==> config.mk <==
export PLATFORM = sky130hd
export DESIGN_NAME = bxr_transceiver
export DESIGN_NICKNAME = d
export VERILOG_FILES = /design/src/rtl/bxr_pkg.sv /design/src/rtl/bxr_rst_sync.sv /design/src/rtl/bxr_store_reg.sv /design/src/rtl/bxr_lane.sv /design/src/rtl/bxr_transceiver.sv
export SDC_FILE = /design/constraint.sdc
export NUM_CORES = 1
export LEC_CHECK = 0
export BUFFER_PORTS_ARGS = -buffer_cell sky130_fd_sc_hd__buf_2
export CORE_UTILIZATION = 40
export DETAILED_ROUTE_END_ITERATION = 6
export GPL_TIMING_DRIVEN = 0
export PLACE_DENSITY = 0.79
export SETUP_SLACK_MARGIN = 0.5
export SLEW_MARGIN = 25
export SYNTH_ARGS = -nofsm -noshare
export SYNTH_HDL_FRONTEND = slang
export SYNTH_SLANG_ARGS = --single-unit
export TNS_END_PERCENT = 50
==> constraint.sdc <==
create_clock -name clk -period 3.55 [get_ports clk]
set_input_delay 0.71 -clock clk [delete_from_list [all_inputs] [get_ports clk]]
set_output_delay 0.71 -clock clk [all_outputs]
set_load 0.01 [all_outputs]
==> src/rtl/bxr_pkg.sv <==
package bxr_pkg;
  // Data path polarity, shared by both directions.
  typedef enum logic {
    POL_PASS   = 1'b0,
    POL_INVERT = 1'b1
  } pol_e;
endpackage

==> src/rtl/bxr_rst_sync.sv <==
// Reset assertion is asynchronous; release is delayed through STAGES flops.
module bxr_rst_sync #(
  parameter int STAGES = 2
) (
  input  logic clk,
  input  logic rst_n,
  output logic rst_sn
);
  localparam int LAST = STAGES - 1;

  logic [STAGES-1:0] sh_q;
  logic [STAGES-1:0] sh_d;

  generate
    if (STAGES > 1) begin : g_chain
      always_comb sh_d = {sh_q[STAGES-2:0], 1'b1};
    end else begin : g_single
      always_comb sh_d = 1'b1;
    end
  endgenerate

  always_ff @(posedge clk or negedge rst_n) begin
    if (!rst_n) sh_q <= '0;
    else        sh_q <= sh_d;
  end

  assign rst_sn = sh_q[LAST];
endmodule

==> src/rtl/bxr_store_reg.sv <==
// Capture register with an explicit load enable.
module bxr_store_reg #(
  parameter int W = 8
) (
  input  logic         clk,
  input  logic         rst_n,
  input  logic         cap,
  input  logic [W-1:0] d,
  output logic [W-1:0] q
);
  logic [W-1:0] q_q;
  logic [W-1:0] q_d;

  always_comb q_d = cap ? d : q_q;

  always_ff @(posedge clk or negedge rst_n) begin
    if (!rst_n) q_q <= '0;
    else        q_q <= q_d;
  end

  assign q = q_q;

  // R1 for the A instance, R2 for the B instance
  p_capture_r1: assert property (@(posedge clk) disable iff (!rst_n)
    cap |=> (q == $past(d)));
  p_hold_r1: assert property (@(posedge clk) disable iff (!rst_n)
    !cap |=> $stable(q));
endmodule

==> src/rtl/bxr_lane.sv <==
// One direction: live/stored pick followed by the polarity stage.
module bxr_lane
  import bxr_pkg::*;
#(
  parameter int   W   = 8,
  parameter pol_e POL = POL_PASS
) (
  input  logic         live,
  input  logic [W-1:0] stored,
  input  logic [W-1:0] live_src,
  output logic [W-1:0] val
);
  logic [W-1:0] picked;

  always_comb picked = live ? live_src : stored;

  generate
    if (POL == POL_INVERT) begin : g_inv
      assign val = ~picked;
    end else begin : g_pass
      assign val = picked;
    end
  endgenerate
endmodule

==> src/rtl/bxr_transceiver.sv <==
module bxr_transceiver
  import bxr_pkg::*;
#(
  parameter int   W           = 8,
  parameter pol_e POL         = POL_PASS,
  parameter int   SYNC_STAGES = 2
) (
  input  logic         clk,
  input  logic         rst_n,
  input  logic         oe_ab,
  input  logic         oe_ba_n,
  input  logic         sel_ab,
  input  logic         sel_ba,
  input  logic         cap_ab,
  input  logic         cap_ba,
  input  logic [W-1:0] a_in,
  output logic [W-1:0] a_out,
  output logic [W-1:0] a_oe,
  input  logic [W-1:0] b_in,
  output logic [W-1:0] b_out,
  output logic [W-1:0] b_oe,
  output logic         loop_err
);
  logic         rst_sn;
  logic         drive_a, drive_b, loop_hit, live_ab, live_ba;
  logic [W-1:0] reg_a_q, reg_b_q;
  logic [W-1:0] echo_a, echo_b;
  logic [W-1:0] b_src_for_a, a_val, a_port, b_val, b_port;

  bxr_rst_sync #(.STAGES(SYNC_STAGES)) u_rst (
    .clk(clk), .rst_n(rst_n), .rst_sn(rst_sn)
  );

  // Enable decode and loop breaking
  always_comb begin
    drive_a  = ~oe_ba_n;
    drive_b  = oe_ab;
    loop_hit = drive_a & drive_b & ~sel_ab & ~sel_ba;
    live_ab  = ~sel_ab & ~loop_hit;
    live_ba  = ~sel_ba & ~loop_hit;
  end

  // Stored words after polarity, always available
  bxr_lane #(.W(W), .POL(POL)) u_echo_a (
    .live(1'b0), .stored(reg_a_q), .live_src('0), .val(echo_a)
  );
  bxr_lane #(.W(W), .POL(POL)) u_echo_b (
    .live(1'b0), .stored(reg_b_q), .live_src('0), .val(echo_b)
  );

  // If B is driven while A takes live B data, B must carry the stored A word
  always_comb b_src_for_a = drive_b ? echo_a : b_in;

  bxr_lane #(.W(W), .POL(POL)) u_lane_ba (
    .live(live_ba), .stored(reg_b_q), .live_src(b_src_for_a), .val(a_val)
  );

  always_comb a_port = drive_a ? a_val : a_in;

  bxr_lane #(.W(W), .POL(POL)) u_lane_ab (
    .live(live_ab), .stored(reg_a_q), .live_src(a_port), .val(b_val)
  );

  always_comb b_port = drive_b ? b_val : b_in;

  bxr_store_reg #(.W(W)) u_reg_a (
    .clk(clk), .rst_n(rst_sn), .cap(cap_ab), .d(a_port), .q(reg_a_q)
  );
  bxr_store_reg #(.W(W)) u_reg_b (
    .clk(clk), .rst_n(rst_sn), .cap(cap_ba), .d(b_port), .q(reg_b_q)
  );

  assign a_out    = drive_a ? a_val : '0;
  assign b_out    = drive_b ? b_val : '0;
  assign a_oe     = {W{drive_a}};
  assign b_oe     = {W{drive_b}};
  assign loop_err = loop_hit;

  p_b_idle_r3: assert property (@(posedge clk) disable iff (!rst_sn)
    !oe_ab |-> (b_oe == '0 && b_out == '0));
  p_a_idle_r4: assert property (@(posedge clk) disable iff (!rst_sn)
    oe_ba_n |-> (a_oe == '0 && a_out == '0));
  p_stored_ab_r5: assert property (@(posedge clk) disable iff (!rst_sn)
    (oe_ab && sel_ab) |-> (b_out == echo_a));
  p_stored_ba_r6: assert property (@(posedge clk) disable iff (!rst_sn)
    (!oe_ba_n && sel_ba) |-> (a_out == echo_b));
  p_loop_safe_r9: assert property (@(posedge clk) disable iff (!rst_sn)
    loop_err |-> (b_out == echo_a && a_out == echo_b && a_oe != '0 && b_oe != '0));
endmodule

Word-level counts from Yosys, hierarchy flattened
Cells that the tools add are included.

Muxes and demuxes: 7. Bitwise gates (word level): 9.

Operators by type and width (number): 8-bit two-way mux (7); 1-bit AND (5); 1-bit NOT (4).

Register bits after elaboration: 18. Input port bits: 24. Output and inout bits: 33. Word-level logic and storage cells: 19.

Depth between registers and ports, before layout
Gate-level depths: netlist of the first run.

Word-level depth: 10. Gate-level depth with buffers: 6. Mapped depth without buffers: 4.

By module
A second synthesis of the first run with hierarchy kept.

Cells, all modules: 147. Area, all modules: 1656.6 um^2.

Modules (own cells, without submodules): bxr_store_reg (instances 2, cells an instance 17, area each 331.6 um^2, seq. area each 200.2 um^2); bxr_transceiver (instances 1, cells an instance 83, area each 545.5 um^2, seq. area each 0.0 um^2); bxr_lane (instances 3, cells an instance 9, area each 131.4 um^2, seq. area each 0.0 um^2); bxr_rst_sync (instances 1, cells an instance 3, area each 53.8 um^2, seq. area each 50.0 um^2).

Worst setup path after synthesis of the first run
OpenSTA, ideal clock, no wires.

Path kind: input to output. Start: input sel_ab. End: output a_out[5]. Data arrival time: 1546 ps. Data required time: 2840 ps. Setup slack: 1294 ps. Cell stages on the path: 5. Buffers on the path: 1. Cell sequence: buf_6 and3b_1 o21a_1 or3_4 inv_2.

Longest elaborated chain between the ends: 7.

Ends and longest elaborated chain: start, declared (line bxr_transceiver.sv:12) `input logic sel_ab,`; 1-bit NOT (line bxr_transceiver.sv:38) `loop_hit = drive_a & drive_b & ~sel_ab & ~sel_ba;`; 1-bit AND (2 in series) (line bxr_transceiver.sv:38); 1-bit NOT (line bxr_transceiver.sv:40) `live_ba = ~sel_ba & ~loop_hit;`; 1-bit AND (line bxr_transceiver.sv:40); 8-bit two-way mux (line bxr_lane.sv:15) `always_comb picked = live ? live_src : stored;`; 8-bit two-way mux (line bxr_transceiver.sv:73) `assign a_out = drive_a ? a_val : '0;`; end, declared (line bxr_transceiver.sv:17) `output logic [W-1:0] a_out,`.

No other way between the ends.

Worst setup path after layout of the first run
Start: input oe_ba_n. End: output b_out[0].

Longest elaborated chain between the ends: 10. Elaborated cells on any way between the ends: 11. Those cells by class: mux (4); bitwise (7).

Ends and longest elaborated chain: start, declared (line bxr_transceiver.sv:11) `input logic oe_ba_n,`; 1-bit NOT (line bxr_transceiver.sv:36) `drive_a = ~oe_ba_n;`; 1-bit AND (3 in series) (line bxr_transceiver.sv:38); 1-bit NOT (line bxr_transceiver.sv:39, bxr_transceiver.sv:40); 1-bit AND (line bxr_transceiver.sv:40); 8-bit two-way mux (line bxr_lane.sv:15); 8-bit two-way mux (line bxr_transceiver.sv:58) `always_comb a_port = drive_a ? a_val : a_in;`; 8-bit two-way mux (*) (line bxr_lane.sv:15); 8-bit two-way mux (*) (line bxr_transceiver.sv:74) `assign b_out = drive_b ? b_val : '0;`; end, declared (line bxr_transceiver.sv:20) `output logic [W-1:0] b_out,`.

Every way passes the cells marked *; elsewhere a longest branch is shown, timed or not.

==> key figures, run 1 <==
Setup path
  • Crit path max fanout: 10
  • Depth of the most critical reg-to-reg path: 4
  • Reg2reg start: u_reg_a.q[5]
  • CP arrival: roughly 2.2 ns
  • Setup slack, reg-to-reg: ~2.2 ns
  • CP Launch Type: primary input
  • CP Class: primary input to output pin
  • Worst EP required: 2.84 ns
  • R2R Path End: u_reg_a.q[5]
  • Worst setup EP type: output pin

Timing
  • RSZ-0062 raised after global routing: no
  • Crit share post-route: between 80 and 90%
  • Hold Fails Final Rpt: 0
  • Min cycle time layout: approximately 2.9 ns
  • Finish-stage setup viols: 0
  • FMAX: 0.350 GHz
  • Clk_skew: between 0.004 and 0.005 ns
  • Worst Max-Slew Pin Slew: 0.718 ns
  • Max-slew headroom: a little over 50%
  • Setup TNS: 0 ns
  • Max-slew violations: 0

Detailed routing
  • Post-DR wirelength/cell: 16.0 um
  • Final WL: between 4 and 5 mm
  • DRT iter0 DRCs: around 180
  • Post-route ant nets: 0
  • DRC: 0
  • Vias/cell: 5.74
  • First-pass DRT Iterations: 4
  • Via count: about 1700

GRT
  • Largest net degree at the start of global routing: 17
  • Number of global-route vias before repair: about 1600
  • Initial antenna violation count: 0
  • First-pass GRT wire length: about 7.7 mm
  • Gr usage total: approximately a quarter
  • Global route overflow: 0

Power
  • PwrDens: approximately 340 mW/mm^2
  • Pleak: 0.900 nW
  • Peak VDD IR: 147 uV

Final layout
  • Area of the multi-input gates: about 900 sq um
  • Commonest cells after routing, fill and taps aside: 60 x buf_2, 24 x nor2_1, 18 x dfrtp_1
  • Nets: roughly 280
  • Final Util: a little over half
  • Post-route insts no fill: 302
  • Area grow syn2layout: 24.6%
  • Number of fill cells: about 350
  • Antenna diode count: 0
  • Register area: 450 sq um
  • Layout cell share with drive strength beyond 1: 35.4%
  • Commonest non-fill, non-tap cell in the layout: buf_2

Logic synthesis
  • Cell Area, Synth: about 0.0016 sq mm
  • Most used DFF post-synth: dfrtp_1
  • #FFs+latches synth: 18
  • Ys Warns: 0
  • Syn Nets: 220
  • Netlist cell types: 31
  • EDFF count, synth: 0
  • Sequential-to-total area share from yosys stat: approximately 29%
  • Synthesized instance count: 196
  • Avg Inst Size Synth: 7.98 sq um
  • Asr flop ratio synth: 100%

Placed design
  • Placed cells: 298
  • Post-DP HPWL: 3.31 mm
  • Port bufs: 54
  • GPL Wtd Cong: ~0.84

Floorplan
  • Die Y: 64.5 um
  • I/O pin cnt: 57
  • Row count: 22
  • Die Area: about 0.0042 sq mm
  • Core Footprint: between 0.003 and 0.004 sq mm
  • Initial Util: a little over two fifths
  • Chip Width: between 60 and 70 um

Clocking
  • Post_cts resized: 0
  • Sinks on Clock Net: 18
  • Setup bufs post-CTS: 0
  • CTS buffer count: 3
  • CTS clk-pin slew, worst paths: approximately 0.070 ns
  • H-tree lvl count: 1
  • CTS Hold Bufs: 0
  • Root Buffer: clkbuf_8
  • Clk_lat worst skew: approximately 0.26 ns
  • CTS tree: yes
  • Clock Tree Buf Depth: 2

Min path
  • Min-delay worst type: primary input to async pin

Job
  • Maximum capacitance violations: 0

Run status
  • Status: finished clean
-- stage by stage --
step	worst slack [ns]	power [mW]	hold slack [ns]	area [sq um]
final	0.695	0.666	0.221	1950
after global routing	0.608	0.708	0.206	1950
after CTS	0.759	0.662	0.221	1950
after detailed placement	0.768	0.490	0.295	1890
after global placement	0.730	0.485	0.280	1890
after floorplan	1.29	0.409	0.200	1560
-- worst max-delay path, stage by stage --
cell,delay (ns)
buf_2,0.14
clkbuf_1,0.29
nor3b_2,0.66
a21oi_1,0.18
buf_2,0.17
-- layout make-up --
class	count	area share (%)
Buffer	31	10.0
Clock buffer	4	2.82
Sequential cell	18	23.1
Tap cell	48	3.08
Multi-Input combinational cell	137	45.2
Inverter	10	1.93
Timing Repair Buffer	54	13.9
-- per-layer routing --
| metal | up-vias | wire [um] | track usage, % |
|---|---|---|---|
| li1 | 830 | - | - |
| met4 | 0 | 44 | 8.33 |
| met1 | 821 | 2030 | 32.1 |
| met2 | 75 | 2380 | 38.9 |
| met3 | 6 | 365 | 4.23 |
| met5 | - | 0 | 0 |
-- sequential cells by signal, summed over array words and instances, names as in the netlist --
signal / count
u_rst.sh_q: 2
u_reg_b.q: 8
u_reg_a.q: 8
-- synthesized netlist by cell type, drive strengths merged, types with 6 or more instances --
cell type,count,share of area (%)
clkbuf,6,1.4
nor2,24,5.8
a31oi,8,3.6
nor3b,9,5.0
nand2,16,3.8
a21oi,9,2.9
buf,25,11
or3,8,3.5
nand2b,11,4.4
o221ai,16,9.0
o2111ai,7,3.9
o211ai,7,3.4
o21ai,7,2.2
dfrtp,18,29
inv,10,2.4
a41oi,8,5.0
-- cells by family after synthesis --
| logic type | share of synthesized area, % |
|---|---|
| simple gates | 25.0 |
| compound gates | 31.0 |
| buf+inv | 14.9 |
| flops | 28.8 |
| other cells | 0.240 |
-- worst max-delay path by stage --
stage / startpoint / to / slack, ns
after detailed placement: oe_ba_n / b_out[0] / 0.77
after global placement: oe_ba_n / b_out[4] / 0.73
after global routing: oe_ba_n / b_out[6] / 0.61
final: oe_ba_n / b_out[0] / 0.69
after CTS: oe_ba_n / b_out[0] / 0.76
after floorplan: sel_ab / a_out[5] / 1.29
-- where the power goes --
group          internal [mW]  switching (mW)
Clock                 0.0987          0.0765
Combinational          0.102           0.124
Sequential             0.232          0.0326
Total                  0.433           0.233
(Power assumes the default switching activity.)
==> run 2, diff against run 1 <==
ABC_AREA = 1   (was not set)
PLACE_DENSITY = 0.81   (was 0.79)
clock period = 2.5 ns   (was 3.55 ns; I/O delays follow)
==> key figures, run 2 <==
Power
  • Pleak: roughly 1.3 nW
  • Peak VDD IR: 287 uV
  • Design Power: slightly above 1 mW
  • PwrDens: ~440 mW/mm^2

Final layout
  • Commonest non-fill, non-tap cell in the layout: buf_2
  • Layout cell share with drive strength beyond 1: a little over half
  • Number of fill cells: between 300 and 400
  • Area grow syn2layout: 47.0%
  • Commonest cells after routing, fill and taps aside: 48 x buf_2, 39 x inv_1, 38 x nor2_1
  • Nets: 313
  • Register area: between 400 and 500 sq um
  • Antenna diode count: 0
  • Area of the multi-input gates: around 840 sq um

Clocking
  • H-tree lvl count: 1
  • CTS clk-pin slew, worst paths: roughly 0.07 ns
  • Clk_lat worst skew: 0.26 ns
  • Sinks on Clock Net: 18
  • CTS buffer count: 3
  • Clock Tree Buf Depth: 2
  • CTS tree: yes
  • Root Buffer: clkbuf_8

Placed design
  • Port bufs: 52
  • Post-DP HPWL: 2.81 mm
  • GPL Wtd Cong: about 0.90

Logic synthesis
  • Syn Nets: around 240
  • Sequential-to-total area share from yosys stat: roughly 29%
  • Most used DFF post-synth: dfrtp_1
  • Netlist cell types: 23
  • Avg Inst Size Synth: 7.39 sq um
  • #FFs+latches synth: 18
  • Multiplexer share of the synthesized area: 0%
  • Synthesized instance count: approximately 210
  • Adder-Cell Fraction of Synth Area: 0%
  • EDFF count, synth: 0
  • Top cells by area, synth: dfrtp_1 29%, inv_1 10%, nand3_2 10%, nor2_1 9.8%, buf_4 8.1%
  • Synth area leader: dfrtp_1
  • Ys Warns: 0
  • Cell Area, Synth: roughly 0.0016 sq mm
  • Simple-Gate Fraction of Synth Area: a little over a third
  • Largest family of logic cells by synthesized area: simple AND/OR/NAND/NOR gates
  • Top-count cell post-synth: inv_1
  • Commonest cells post-synth: 43 x inv_1, 41 x nor2_1, 18 x dfrtp_1
  • Post-synth top area share: between 20% and 30%
  • Asr flop ratio synth: between 90% and 100%
  • Post-Synth XOR/XNOR Area: 0%
  • Compound-Gate Fraction of Synth Area: between 10% and 20%

Setup path
  • CP Class: primary input to output pin
  • R2R Path End: u_reg_b.q[2]
  • Worst setup path endpoint: b_out[2]
  • Crit path max fanout: 8
  • Worst Setup SP: oe_ba_n
  • Reg2reg start: u_reg_a.q[2]
  • Crit path max-delay family: simple AND/OR/NAND/NOR gates
  • Worst EP required: around 2 ns
  • CP Launch Type: primary input
  • Depth of the most critical reg-to-reg path: 9
  • Number of cells on the critical path: 11
  • Crit-path cells: buf_12, inv_12, nand3_4, buf_12, nand2_8, nand2_4, nand3_4, nand3_2, nand2_2, inv_1, buf_2
  • Worst setup EP type: output pin
  • CP max stage cell: buf_12
  • Crit path buffers/inverters: 5
  • Max incr delay on CP: 0.17 ns
  • CP arrival: 1.56 ns
  • Setup slack, reg-to-reg: 1.20 ns

Timing
  • Max-slew headroom: 53.7%
  • Finish-stage setup viols: 0
  • Hold slack: between 0.015 and 0.02 ns
  • Clk_skew: about 0.0058 ns
  • Worst Max-Slew Pin Slew: a little under 0.7 ns
  • Min cycle time layout: 2.06 ns
  • RSZ-0062 raised after global routing: yes
  • Hold Fails Final Rpt: 0
  • FMAX: around 0.48 GHz
  • Max-slew violations: 0
  • Setup TNS: 0 ns
  • Crit share post-route: a little over 80%

GRT
  • Number of global-route vias before repair: roughly 1400
  • Initial antenna violation count: 0
  • First-pass GRT wire length: between 5 and 6 mm
  • Gr usage total: ~18%
  • Global route overflow: 0
  • Largest net degree at the start of global routing: 17

Floorplan
  • Chip Width: between 60 and 70 um
  • Die Area: ~0.0042 sq mm
  • Row count: 22
  • Die Y: between 60 and 70 um
  • I/O pin cnt: between 50 and 60
  • Core Footprint: 0.00372 sq mm
  • Initial Util: a little over two fifths

Run status
  • Status: finished clean

Detailed routing
  • Via count: between 1500 and 2000
  • DRC: 0
  • DRT iter0 DRCs: 71
  • Final WL: 4.13 mm
  • Post-route ant nets: 0
  • Post-DR wirelength/cell: approximately 12 um
  • Vias/cell: 4.74
  • First-pass DRT Iterations: 4

Job
  • Maximum capacitance violations: 0

Min path
  • Min-delay worst type: primary input to async pin
-- run 2: worst reg2reg max path, delay by kind of cell (launching register included) --
kind | cells | cell delay, ns
simple gates | 6 | 0.60
flops | 1 | 0.38
buf+inv | 2 | 0.16
compound gates | 1 | 0.04
-- run 2: worst min path at each step --
stage	slack (ns)	endpoint	startpoint	depth (start not counted)
after floorplan	0.20	u_reg_a.q[0]	u_rst.sh_q[1]	0
after global placement	0.29	u_rst.sh_q[0]	rst_n	1
after detailed placement	0.29	u_rst.sh_q[0]	rst_n	1
after CTS	0.01	u_rst.sh_q[0]	rst_n	1
after global routing	0.01	u_rst.sh_q[0]	rst_n	1
final	0.02	u_rst.sh_q[1]	rst_n	1
-- run 2: timing repair --
| item | 4_1_cts | 5_1_grt |
|---|---|---|
| hold buffers | 0 | 0 |
| cloned | 0 | 2 |
| pin swaps | 0 | 11 |
| endpoints found under the setup margin | 8 | 8 |
| setup buffers | 4 | 14 |
| resized for setup | 5 | 31 |
-- run 2: layout make-up --
cell class,count,share of cell area [%]
clock buffers,4,2.39
well taps,48,2.61
multi-input cells,125,36.7
flip-flops and latches,18,19.6
plain buffers,23,9.34
inverters,46,8.47
repair buffers,72,21.0
-- run 2: stage by stage --
| stage | setup slack, ns | utilization (%) | instances | instance area [sq um] |
|---|---|---|---|---|
| finish | 0.435 | 62.0 | 336 | 2300 |
| global route | 0.393 | 62.0 | 336 | 2300 |
| CTS | 0.470 | 53.8 | 320 | 2000 |
| detailed placement | 0.386 | 50.8 | 312 | 1890 |
| global placement | 0.399 | 50.8 | 312 | 1890 |
| floorplan | 0.636 | - | 212 | 1570 |
-- run 2: cells by family after synthesis --
| group | after synthesis |
|---|---|
| other | 1 |
| buffers and inverters | 69 |
| flip-flops | 18 |
| AO/OA/AOI/OAI | 25 |
| AND/OR/NAND/NOR | 99 |
-- run 2: power breakdown --
group          total (mW)  switching, mW  internal [mW]  leakage [nW]
registers           0.351         0.0245          0.326         0.202
clock network       0.243          0.103          0.140        0.0288
logic               0.431          0.229          0.202          1.09
-- run 2: metal layers --
layer	vias to the layer above	part of all wire (%)	wire, um	GRT usage [%]
li1	785	-	-	-
met1	744	41	1710	21.8
met2	55	51	2120	31.8
met3	9	5.2	214	2.29
met4	0	2.1	87	6.11
met5	-	0	0	0
